<file path="config.mk">
export PLATFORM = sky130hd
export DESIGN_NAME = bus_phase_timers
export DESIGN_NICKNAME = d
export VERILOG_FILES = /design/src/rtl/bus_tmr_pkg.sv /design/src/rtl/ivl_timer.sv /design/src/rtl/por_gate.sv /design/src/rtl/bus_phase_timers.sv
export SDC_FILE = /design/constraint.sdc
export NUM_CORES = 1
export LEC_CHECK = 0
export BUFFER_PORTS_ARGS = -buffer_cell sky130_fd_sc_hd__buf_4
export CORE_MARGIN = 2
export CORE_UTILIZATION = 30
export CTS_CLUSTER_SIZE = 28
export DETAILED_ROUTE_END_ITERATION = 6
export GPL_ROUTABILITY_DRIVEN = 1
export GPL_TIMING_DRIVEN = 0
export PLACE_DENSITY = 0.42
export SLEW_MARGIN = 5
export SYNTH_ARGS = -nofsm -noshare
export SYNTH_HDL_FRONTEND = slang
export SYNTH_SLANG_ARGS = --single-unit
</file>
<file path="constraint.sdc">
create_clock -name clk -period 3 [get_ports clk]
set_input_delay 0.3 -clock clk [delete_from_list [all_inputs] [get_ports clk]]
set_output_delay 0.3 -clock clk [all_outputs]
set_load 0.005 [all_outputs]
</file>
<file path="src/rtl/bus_tmr_pkg.sv">
package bus_tmr_pkg;

  localparam int NTMR     = 5;
  localparam int TM_ARB   = 0;
  localparam int TM_SELTO = 1;
  localparam int TM_GUARD = 2;
  localparam int TM_DISC  = 3;
  localparam int TM_RST   = 4;

  // minimum-type interval: never shorter than asked
  function automatic longint unsigned cyc_ceil(longint unsigned ns, longint unsigned khz);
    longint unsigned r;
    r = (ns * khz + 64'd999_999) / 64'd1_000_000;
    return (r == 0) ? 64'd1 : r;
  endfunction

  // maximum-type interval: never longer than allowed
  function automatic longint unsigned cyc_floor(longint unsigned ns, longint unsigned khz);
    longint unsigned r;
    r = (ns * khz) / 64'd1_000_000;
    return (r == 0) ? 64'd1 : r;
  endfunction

  function automatic int unsigned cnt_width(longint unsigned n);
    return (n <= 2) ? 1 : $clog2(n);
  endfunction

endpackage

</file>
<file path="src/rtl/ivl_timer.sv">
module ivl_timer #(
  parameter longint unsigned COUNT = 1
) (
  input  logic clk,
  input  logic rst_n,
  input  logic start,
  input  logic clr,
  output logic busy,
  output logic done
);
  localparam int unsigned W = bus_tmr_pkg::cnt_width(COUNT);
  localparam logic [W-1:0] LOAD = W'(COUNT - 1);

  logic [W-1:0] cnt;

  always_ff @(posedge clk or negedge rst_n) begin
    if (!rst_n) begin
      cnt  <= '0;
      busy <= 1'b0;
      done <= 1'b0;
    end else if (clr) begin
      busy <= 1'b0;
      done <= 1'b0;
    end else if (start) begin
      cnt  <= LOAD;
      busy <= 1'b1;
      done <= 1'b0;
    end else if (busy) begin
      if (cnt == '0) begin
        busy <= 1'b0;
        done <= 1'b1;
      end else begin
        cnt <= cnt - 1'b1;
      end
    end
  end
endmodule

</file>
<file path="src/rtl/por_gate.sv">
module por_gate #(
  parameter longint unsigned COUNT = 1
) (
  input  logic clk,
  input  logic rst_n,
  output logic ready
);
  localparam int unsigned W = bus_tmr_pkg::cnt_width(COUNT);
  localparam logic [W-1:0] LAST = W'(COUNT - 1);

  logic [W-1:0] cnt;

  always_ff @(posedge clk or negedge rst_n) begin
    if (!rst_n) begin
      cnt   <= '0;
      ready <= 1'b0;
    end else if (!ready) begin
      if (cnt == LAST) ready <= 1'b1;
      else             cnt   <= cnt + 1'b1;
    end
  end
endmodule

</file>
<file path="src/rtl/bus_phase_timers.sv">
module bus_phase_timers #(
  parameter longint unsigned CLK_KHZ  = 250_000,
  parameter longint unsigned ARB_NS   = 2_400,
  parameter longint unsigned SELTO_NS = 250_000_000,
  parameter longint unsigned GUARD_NS = 200_000,
  parameter longint unsigned DISC_NS  = 200_000,
  parameter longint unsigned RST_NS   = 25_000,
  parameter longint unsigned POR_NS   = 64'd10_000_000_000
) (
  input  logic       clk,
  input  logic       rst_n,
  input  logic [4:0] tmr_start,
  input  logic [4:0] tmr_clr,
  output logic [4:0] tmr_busy,
  output logic [4:0] tmr_done,
  output logic       bsy_window_o,
  output logic       bus_rst_o,
  output logic       por_ready_o
);
  import bus_tmr_pkg::*;

  localparam longint unsigned N_POR = cyc_floor(POR_NS, CLK_KHZ);

  for (genvar g = 0; g < NTMR; g++) begin : g_tmr
    localparam longint unsigned N =
      (g == TM_ARB)   ? cyc_ceil (ARB_NS,   CLK_KHZ) :
      (g == TM_SELTO) ? cyc_ceil (SELTO_NS, CLK_KHZ) :
      (g == TM_GUARD) ? cyc_floor(GUARD_NS, CLK_KHZ) :
      (g == TM_DISC)  ? cyc_ceil (DISC_NS,  CLK_KHZ) :
                        cyc_ceil (RST_NS,   CLK_KHZ);
    ivl_timer #(.COUNT(N)) u_tmr (
      .clk   (clk),
      .rst_n (rst_n),
      .start (tmr_start[g]),
      .clr   (tmr_clr[g]),
      .busy  (tmr_busy[g]),
      .done  (tmr_done[g])
    );
  end

  assign bsy_window_o = tmr_busy[TM_GUARD];
  assign bus_rst_o    = tmr_busy[TM_RST];

  por_gate #(.COUNT(N_POR)) u_por (
    .clk   (clk),
    .rst_n (rst_n),
    .ready (por_ready_o)
  );
endmodule

</file>
# [Yosys cells after proc, flatten, opt, wreduce, memory -nomap -nowiden]
# Cells that the tools add are included.
[word_totals] ff_bits=124 output_inout_bits=13
[classes] n_bitwise=7 n_addsub=6 eq_ne=6 mux=57 n_reduce_logical=31
[ops] operator="$mux 16" count=6
[ops] operator="$mux 26" count=3
[ops] operator="$mux 1" count=42
[ops] operator="$mux 13" count=3
[ops] operator="$add 32x1->32 const B" count=1
[ops] operator="$eq 32x32->1 const B" count=1
[ops] operator="$logic_not 16->1" count=2
[ops] operator="$sub 16x1->16 const B" count=2
[ops] operator="$mux 10" count=3
[ops] operator="$reduce_bool 3->1" count=10
[ops] operator="$logic_not 26->1" count=1
[ops] operator="$sub 26x1->26 const B" count=1
[ops] operator="$reduce_and 3->1" count=5
[ops] operator="$logic_not 13->1" count=1
[ops] operator="$sub 13x1->13 const B" count=1
[ops] operator="$reduce_and 2->1" count=6
[ops] operator="$logic_not 10->1" count=1
[ops] operator="$ne 2x2->1 const B" count=5
[ops] operator="$reduce_bool 2->1" count=5
[ops] operator="$sub 10x1->10 const B" count=1
[ops] operator="$not 1->1" count=7

# [Logic depth before layout (Yosys ltp)]
# Gate-level depths: netlist of the first run.
[depth] depth_word=5 ltp_mapped=9 ltp_nobuf=8

# [Cells and area by module]
# From an unflattened synthesis of the first run, not the netlist that was laid out.
[hier_totals] cells_unflattened=749 area_unflattened_um2=7270.7
[by_module_without_submodules] module="ivl_timer (g_tmr[2].u_tmr ...)" area_each_um2=1179.9 instances=2 cells_each=129 seq_area_each_um2=450.4
[by_module_without_submodules] module="ivl_timer (g_tmr[1].u_tmr)" area_each_um2=1601.5 instances=1 cells_each=175 seq_area_each_um2=700.7
[by_module_without_submodules] module="por_gate" area_each_um2=1591.5 instances=1 cells_each=140 seq_area_each_um2=825.8
[by_module_without_submodules] module="ivl_timer (g_tmr[4].u_tmr)" area_each_um2=993.5 instances=1 cells_each=98 seq_area_each_um2=375.4
[by_module_without_submodules] module="ivl_timer (g_tmr[0].u_tmr)" area_each_um2=709.4 instances=1 cells_each=76 seq_area_each_um2=300.3
[by_module_without_submodules] module="bus_phase_timers" area_each_um2=15.0 instances=1 cells_each=2 seq_area_each_um2=0.0

# [Least setup slack after synthesis of the first run]
# Ideal clock, no wire load.
[synth_timing] path_kind="flip-flop to flip-flop" start="register g_tmr[1].u_tmr.cnt[0]" end="register g_tmr[1].u_tmr.cnt[19]" setup_ns=0.122 setup_slack_ns=0.624 path_stages_with_launch=10 required_ns=2.878 n_path_buf=1 arrival_ns=2.254 period_less_slack_ns=2.376 cell_sequence="dfrtp_1 -> inv_1 -> ha_1 -> or4b_1 -> or4_4 -> o21ai_4 -> inv_2 -> buf_6 -> a211oi_2 -> nor2_1"
[synth_between] elab_chain_len=4 word_cells_on_any_way=7 cone_classes="add/sub: 1; eq/ne: 1; mux: 3; reduce/logical: 2"
[synth_lines] element="start, declared" line="ivl_timer.sv:14" rtl="logic [W-1:0] cnt;"
[synth_lines] element="start signal, assigned" line="ivl_timer.sv:33" rtl="cnt <= cnt - 1'b1;"
[synth_lines] element="$sub 26x1->26" line="ivl_timer.sv:33"
[synth_lines] element="$mux 26" line="ivl_timer.sv:29" rtl="if (cnt == '0) begin"
[synth_lines] element="$mux 26" line="ivl_timer.sv:28" rtl="end else if (busy) begin"
[synth_lines] element="$mux 26" line="ivl_timer.sv:24" rtl="end else if (start) begin"
# Parallel ways exist; a longest one is shown, timed or not. The select of a mux whose other input is x is not followed.
# A chain may end at the register's enable or synchronous reset.

# [Worst setup path in the final report of the first run]
[layout_timing] start="register g_tmr[1].u_tmr.cnt[0]" end="register g_tmr[1].u_tmr.cnt[25]"
# Same word-level chain as after synthesis.

==> results of run 1 <==
-- worst max-delay path, stage by stage (launching register included) --
cell and delay (ns):
dfrtp_1 0.41, inv_1 0.07, ha_1 0.23, or4b_1 0.61, or4_4 0.47, o21ai_4 0.29
inv_2 0.10, a311oi_1 0.27, a41oi_1 0.07
-- synth_stat cells, types with 11 or more instances --
| master | number | area share, % |
|---|---|---|
| nor4_1 | 26 | 2.4 |
| xor2_1 | 38 | 4.9 |
| clkbuf_1 | 11 | 0.61 |
| and3_1 | 11 | 1.0 |
| a21oi_1 | 25 | 1.8 |
| a31oi_1 | 17 | 1.6 |
| o21ai_0 | 21 | 1.6 |
| nor2_1 | 79 | 4.4 |
| dfrtp_1 | 124 | 46 |
| nand2_1 | 54 | 3.0 |
| inv_1 | 31 | 1.7 |
| or3_1 | 12 | 1.1 |
| or4_1 | 11 | 1.2 |
| nand3_1 | 23 | 1.7 |
| nor3_1 | 33 | 2.4 |
| nand4_1 | 20 | 1.8 |
-- layout make-up --
| cell class | count | share of cell area, % |
|---|---|---|
| multi-input combinational | 538 | 42.9 |
| sequential | 124 | 39.0 |
| clock buffer | 24 | 6.30 |
| tap | 280 | 4.40 |
| timing repair buffer | 26 | 2.78 |
| buffer | 25 | 1.76 |
| inverter | 32 | 1.51 |
| clock inverter | 7 | 1.38 |
-- timing repair --
item,4_1_cts,5_1_grt
hold endpoints to repair,43,0
hold buffers,1,0
buffers inserted,0,0
-- through the flow --
| stage | hold WS (ns) | utilization, % |
|---|---|---|
| 3_5_place_dp | 0.259 | 33.3 |
| 3_3_place_gp | 0.466 | 33.2 |
| 5_1_grt | 0.115 | 36.1 |
| 6_report | 0.126 | 36.1 |
| 4_1_cts | 0.0953 | 36.1 |
| 2_1_floorplan | 0.00441 | - |
-- layer usage --
metal | part of all wire (%) | vias up | wire length (µm)
met5 | 0 | - | 0
met4 | 0.87 | 0 | 138
met3 | 3.6 | 13 | 566
met2 | 45 | 86 | 7140
met1 | 51 | 2721 | 8030
li1 | - | 2783 | -
-- final timing paths --
check	end	cells after the start	start	slack, ns
worst min-delay path	g_tmr[0].u_tmr.cnt[3]	2	tmr_start[0]	0.13
max in group asynchronous	g_tmr[1].u_tmr.cnt[7]	3	rst_n	1.88
min in group asynchronous	g_tmr[0].u_tmr.cnt[2]	2	rst_n	0.38
worst max-delay path	g_tmr[1].u_tmr.cnt[25]	8	g_tmr[1].u_tmr.cnt[0]	0.28
worst min register to register	u_por.cnt[15]	1	u_por.cnt[15]	0.47
worst max register to register	g_tmr[1].u_tmr.cnt[25]	8	g_tmr[1].u_tmr.cnt[0]	0.28
-- flip-flops by register name (all words and copies together), names as in the netlist --
register          count
g_tmr.u_tmr.cnt      81
g_tmr.u_tmr.done      5
u_por.cnt            32
u_por.ready           1
g_tmr.u_tmr.busy      5
-- power by group through the flow --
stage	clock network [mW]	registers (mW)	logic, mW
2_1_floorplan	0	1.84	0.220
3_3_place_gp	0	1.86	0.342
3_5_place_dp	0	1.86	0.350
4_1_cts	2.20	1.83	0.352
5_1_grt	2.28	1.84	0.394
6_report	2.11	1.83	0.346
-- cell families (layout without fill, tap and decap cells) --
| logic type | Yosys count | in the layout |
|---|---|---|
| fa+ha+maj | 10 | 10 |
| simple gates | 335 | 335 |
| mux | 3 | 3 |
| buf+inv | 57 | 114 |
| xor+xnor | 48 | 48 |
| compound gates | 142 | 142 |
| flops | 124 | 124 |
==> out/summary.txt, run 1 <==
Global Route Usage Sum: 13.9%
Area Growth Syn to Fin: 17.5%
CTS Buffer Depth: 2
Routed vias/inst: 5.31
Die ar.: 23,800 µm²
Worst-margin pin slew: 1.21 ns
CORE AREA: 22,000 µm²
Register area: 3100 µm²
Design area: 7960 µm²
Post-synth EDFFs: 0
Area of the multi-input gates: 3410 µm²
Comb pwr share: 8.1%
Final period utilization: 90.5%
Arr. time, crit path: 2.95 ns
Max H-tree Level: 4
Most common cell after layout, fill and taps aside: dfrtp_1
CTS tree: built
Power Total: 4.29 mW
F_max: 368 MHz
Synth Area per Inst: 9.42 µm²
Cell count after synthesis: 719
Post-Synth XOR/XNOR Area: 6.20%
Height of the die: 154 µm
CTS root buf: clkbuf_16
Sequential Power Share: 42.7%
Sink Count: 124
Placed Cells: 1,024
First-pass GRT wire length: 27,300 µm
Routability cong.: 0.777
RSZ-0062 raised after global routing: false
Post-route insts no fill: 1,056
#FFs+latches synth: 124
Post-Synth Adder-Cell Area: 1.85%
Cell internal pwr: 3.28 mW
Setup CP Type: reg -> reg
Critical path endpoint category: flip-flop
Yosys warning total: 0
Drt total wl: 15,900 µm
Syn Std Cell Area: 6780 µm²
Initial Util: 30.8%
Final Hold Fails: 0
# fillers: 2,229
Synth Area in Compound Gates: 14.9%
Sequential area share after synthesis: 45.8%
Worst skew pair latency: 0.41 ns
Post-Syn Nets: 741
Final min period: 2.72 ns
Grt met2 use: 21.3%
Met1 Resource Use GR: 19.4%
Data required, critical path: 3.23 ns
Die Wd: 154 µm
Antenna violations before repair: 0
Sw Ratio: 23.5%
Clk slew on worst S/H paths: 0.06 ns
Pwr dens: 539 nW/µm²
Io pins: 25
GRT overflow: 0
Largest net degree at the start of global routing: 82
Avg WL per Cell: 15.0 µm
N_diodes: 0
Commonest non-fill, non-tap cells in the layout: dfrtp_1, nor2_1, nand2_1
Drt first pass iters: 4
Synth Flop Type: dfrtp_1
Drc violations: 0
Slew headroom: 18.4%
Status: finished, final reports clean
Critical Path Source Type: flip-flop
GR peak layer: met2
FP Rows: 54
Fin Setup TNS: 0 ns
Vias in the first global route: 5,545
Cts repair resizes: 0
Synth unique cells: 70
Max cap viols: 0
Post-Synth Simple-Gate Area: 27.0%
Leak: 3.28 nW
HPWL Detailed: 11,000 µm
PortBufs: 24
Fraction of registers with async set/reset: 100%
VDD IR max: 0.000262 V
Clock Power Share: 49.2%
Net switching power: 1.01 mW
Final worst slack: 0.284 ns
Vias: 5,603
Area post-placement: 7340 µm²
Num CTS Buffers: 17
Min-Delay Path Class: in -> reg
Max Slew Vio Count: 0
Post-layout nets: 786
Fraction of layout cells with a size suffix above 1: 10.3%
Setup Skew: 0.00960 ns
Routed Antenna Nets: 0
DR iter-0 viols: 316
Mux contribution to synthesized area: 0.462%
Main combinational cell family by area after synthesis: simple AND/OR/NAND/NOR gates
Place WS: 0.304 ns
Met3 usage: 3.59%
Endpoints failing setup: 0
CP Max Fanout: 8
Power figures use the tool's default switching activity.
==> run 2, diff against run 1 <==
--- a/config.mk
+++ b/config.mk
@@ -12,7 +12,8 @@
 export DETAILED_ROUTE_END_ITERATION = 6
 export GPL_ROUTABILITY_DRIVEN = 1
 export GPL_TIMING_DRIVEN = 0
-export PLACE_DENSITY = 0.42
+export PLACE_DENSITY = 0.46
+export REMOVE_ABC_BUFFERS = 1
 export SLEW_MARGIN = 5
 export SYNTH_ARGS = -nofsm -noshare
 export SYNTH_HDL_FRONTEND = slang
==> run 2 against run 1 <==
Effect of this change: die area unchanged; critical endpoint unchanged; non-clock buffer count decreased by 24; global-route usage up 0.055 points.
==> out/summary.txt, run 2 (synthesis gave the netlist of run 1 again) <==
Max Slew Vio Count: 0 (unchanged)
Data required, critical path: 3.24 ns (about the same)
Endpoints failing setup: 0 (unchanged)
Sink Count: 124 (unchanged)
Num CTS Buffers: 17 (unchanged)
Critical path endpoint category: flip-flop
Critical Path Sink: g_tmr[1].u_tmr.cnt[25]
CP Max Fanout: 13 (+5)
Max cap viols: 0 (unchanged)
Pwr dens: 544 nW/µm² (+0.94%)
Height of the die: 154 µm (unchanged)
Registers with the most flip-flops: g_tmr.u_tmr.cnt x81, u_por.cnt x32
Status: finished, final reports clean
Slew headroom: 22.6% (+4.3 points)
Global Route Usage Sum: 14.0% (+0.055 points)
Drc violations: 0 (unchanged)
Design area: 7830 µm² (-1.6%)
Min-Delay Path Class: in -> reg
HPWL Detailed: 10,500 µm (-4.9%)
RSZ-0062 raised after global routing: false
Place WS: 0.167 ns (-0.137 ns)
Routed vias/inst: 5.45 (+2.8%)
Routed Antenna Nets: 0 (unchanged)
Die ar.: 23,800 µm² (unchanged)
RR Endpoint: g_tmr[1].u_tmr.cnt[25]
Reg2reg path depth: 8 (unchanged)
Area post-placement: 7210 µm² (-1.7%)
First-pass GRT wire length: 27,700 µm (+1.5%)
Leak: 3.19 nW (-2.6%)
F_max: 364 MHz (-1.1%)
PortBufs: 24 (unchanged)
Vias in the first global route: 5,671 (+2.3%)
Largest register FFs: 81 (unchanged)
RR Startpoint: g_tmr[1].u_tmr.cnt[0]
Critical Path Source: g_tmr[1].u_tmr.cnt[0]
Placed Cells: 1,000 (-2.3%)
Die Wd: 154 µm (unchanged)
Fraction of layout cells with a size suffix above 1: 9.56% (-0.75 points)
Vias: 5,633 (+0.54%)
Final min period: 2.75 ns (+0.0316 ns)
FP Rows: 54 (unchanged)
Drt first pass iters: 5 (+1)
Final worst slack: 0.253 ns (-0.0316 ns)
CTS Buffer Depth: 2 (unchanged)
Final Hold Fails: 0 (unchanged)
Arr. time, crit path: 2.99 ns (+0.04 ns)
CTS tree: built
Top reg by flops: g_tmr.u_tmr.cnt
Initial Util: 30.8% (unchanged)
Setup Skew: 0.0116 ns (+0.00196 ns)
VDD IR max: 0.000328 V (+25%)
Worst skew pair latency: 0.41 ns (about the same)
Worst-margin pin slew: 1.15 ns (-0.0632 ns)
Commonest non-fill, non-tap cells in the layout: dfrtp_1, nor2_1, nand2_1
GRT overflow: 0 (unchanged)
Critical Path Source Type: flip-flop
DR iter-0 viols: 388 (+23%)
# fillers: 2,219 (-0.45%)
Clk slew on worst S/H paths: 0.06 ns (about the same)
Max H-tree Level: 4 (unchanged)
Drt total wl: 15,600 µm (-1.9%)
CTS root buf: clkbuf_16
Area Growth Syn to Fin: 15.6%
Final period utilization: 91.6% (+1.1 points)
CORE AREA: 22,000 µm² (unchanged)
N_diodes: 0 (unchanged)
Routability cong.: 0.775 (-0.26%)
Largest net degree at the start of global routing: 65 (-21%)
Setup CP Type: reg -> reg
Post-layout nets: 762 (-3.1%)
Most common cell after layout, fill and taps aside: dfrtp_1
Avg WL per Cell: 15.1 µm (+0.24%)
Antenna violations before repair: 0 (unchanged)
Reg-to-reg setup timing slack: 0.25 ns (-0.03 ns)
Post-route insts no fill: 1,033 (-2.2%)
Io pins: 25 (unchanged)
-- run 2: cell types whose count changed in the layout (fill, tap and decap cells not counted), moves of 2 or more --
cell and delta:
clkinv_4 +2, clkinvlp_4 +2, clkbuf_8 -3, buf_4 -9, buf_1 -2, clkbuf_1 -11
-- run 2: worst min-delay path by stage --
stage | from | depth (start not counted) | to | slack, ns
after detailed placement | rst_n | 1 | g_tmr[2].u_tmr.cnt[5] | 0.35
after global routing | tmr_start[0] | 2 | g_tmr[0].u_tmr.cnt[3] | 0.12
after CTS | tmr_start[0] | 2 | g_tmr[0].u_tmr.cnt[3] | 0.11
after global placement | u_por.cnt[15] | 1 | u_por.cnt[15] | 0.46
final | tmr_start[0] | 2 | g_tmr[0].u_tmr.cnt[3] | 0.13
after floorplan | rst_n | 0 | g_tmr[0].u_tmr.busy | 0.004
-- run 2: per-stage QoR --
step	setup TNS [ns]	power [mW]	hold slack (ns)	util, %
4_1_cts	0	4.32	0.110	35.5
5_1_grt	0	4.48	0.123	35.6
3_5_place_dp	0	2.19	0.349	32.7
2_1_floorplan	0	2.03	0.00441	-
3_3_place_gp	-3.98	2.17	0.459	32.5
6_report	0	4.26	0.135	35.6
-- run 2: metal layers --
| metal | up-vias | wire length [µm] | track usage [%] |
|---|---|---|---|
| li1 | 2742 | - | - |
| met1 | 2782 | 7720 | 19.1 |
| met2 | 97 | 7210 | 22.2 |
| met3 | 12 | 463 | 2.97 |
| met4 | 0 | 163 | 4.50 |
| met5 | - | 0 | 0 |
-- run 2: critical path, cell delays in order, from the launching register on --
cell,delay [ns]
dfrtp_1,0.41
inv_1,0.07
ha_1,0.23
or4b_1,0.59
or4_4,0.47
o21ai_4,0.26
inv_2,0.18
a311oi_1,0.29
a41oi_1,0.07
-- run 2: area by class of cell --
| class | count | area (µm²) | share of cell area [%] |
|---|---|---|---|
| Timing Repair Buffer | 27 | 229 | 2.92 |
| Inverter | 32 | 120 | 1.53 |
| Clock inverter | 11 | 143 | 1.82 |
| Sequential cell | 124 | 3100 | 39.6 |
| Multi-Input combinational cell | 538 | 3430 | 43.8 |
| Tap cell | 280 | 350 | 4.47 |
| Clock buffer | 21 | 460 | 5.88 |
-- run 2: what timing repair did --
action	4_1_cts	5_1_grt
setup endpoints to repair	0	1
endpoints found under the hold margin	63	0
resized for setup	0	1
hold buffers	1	0
setup buffers	0	0
-- run 2: power by group --
| part | switching [mW] | internal (mW) |
|---|---|---|
| clock network | 0.751 | 1.35 |
| registers | 0.0906 | 1.74 |
| logic | 0.207 | 0.123 |
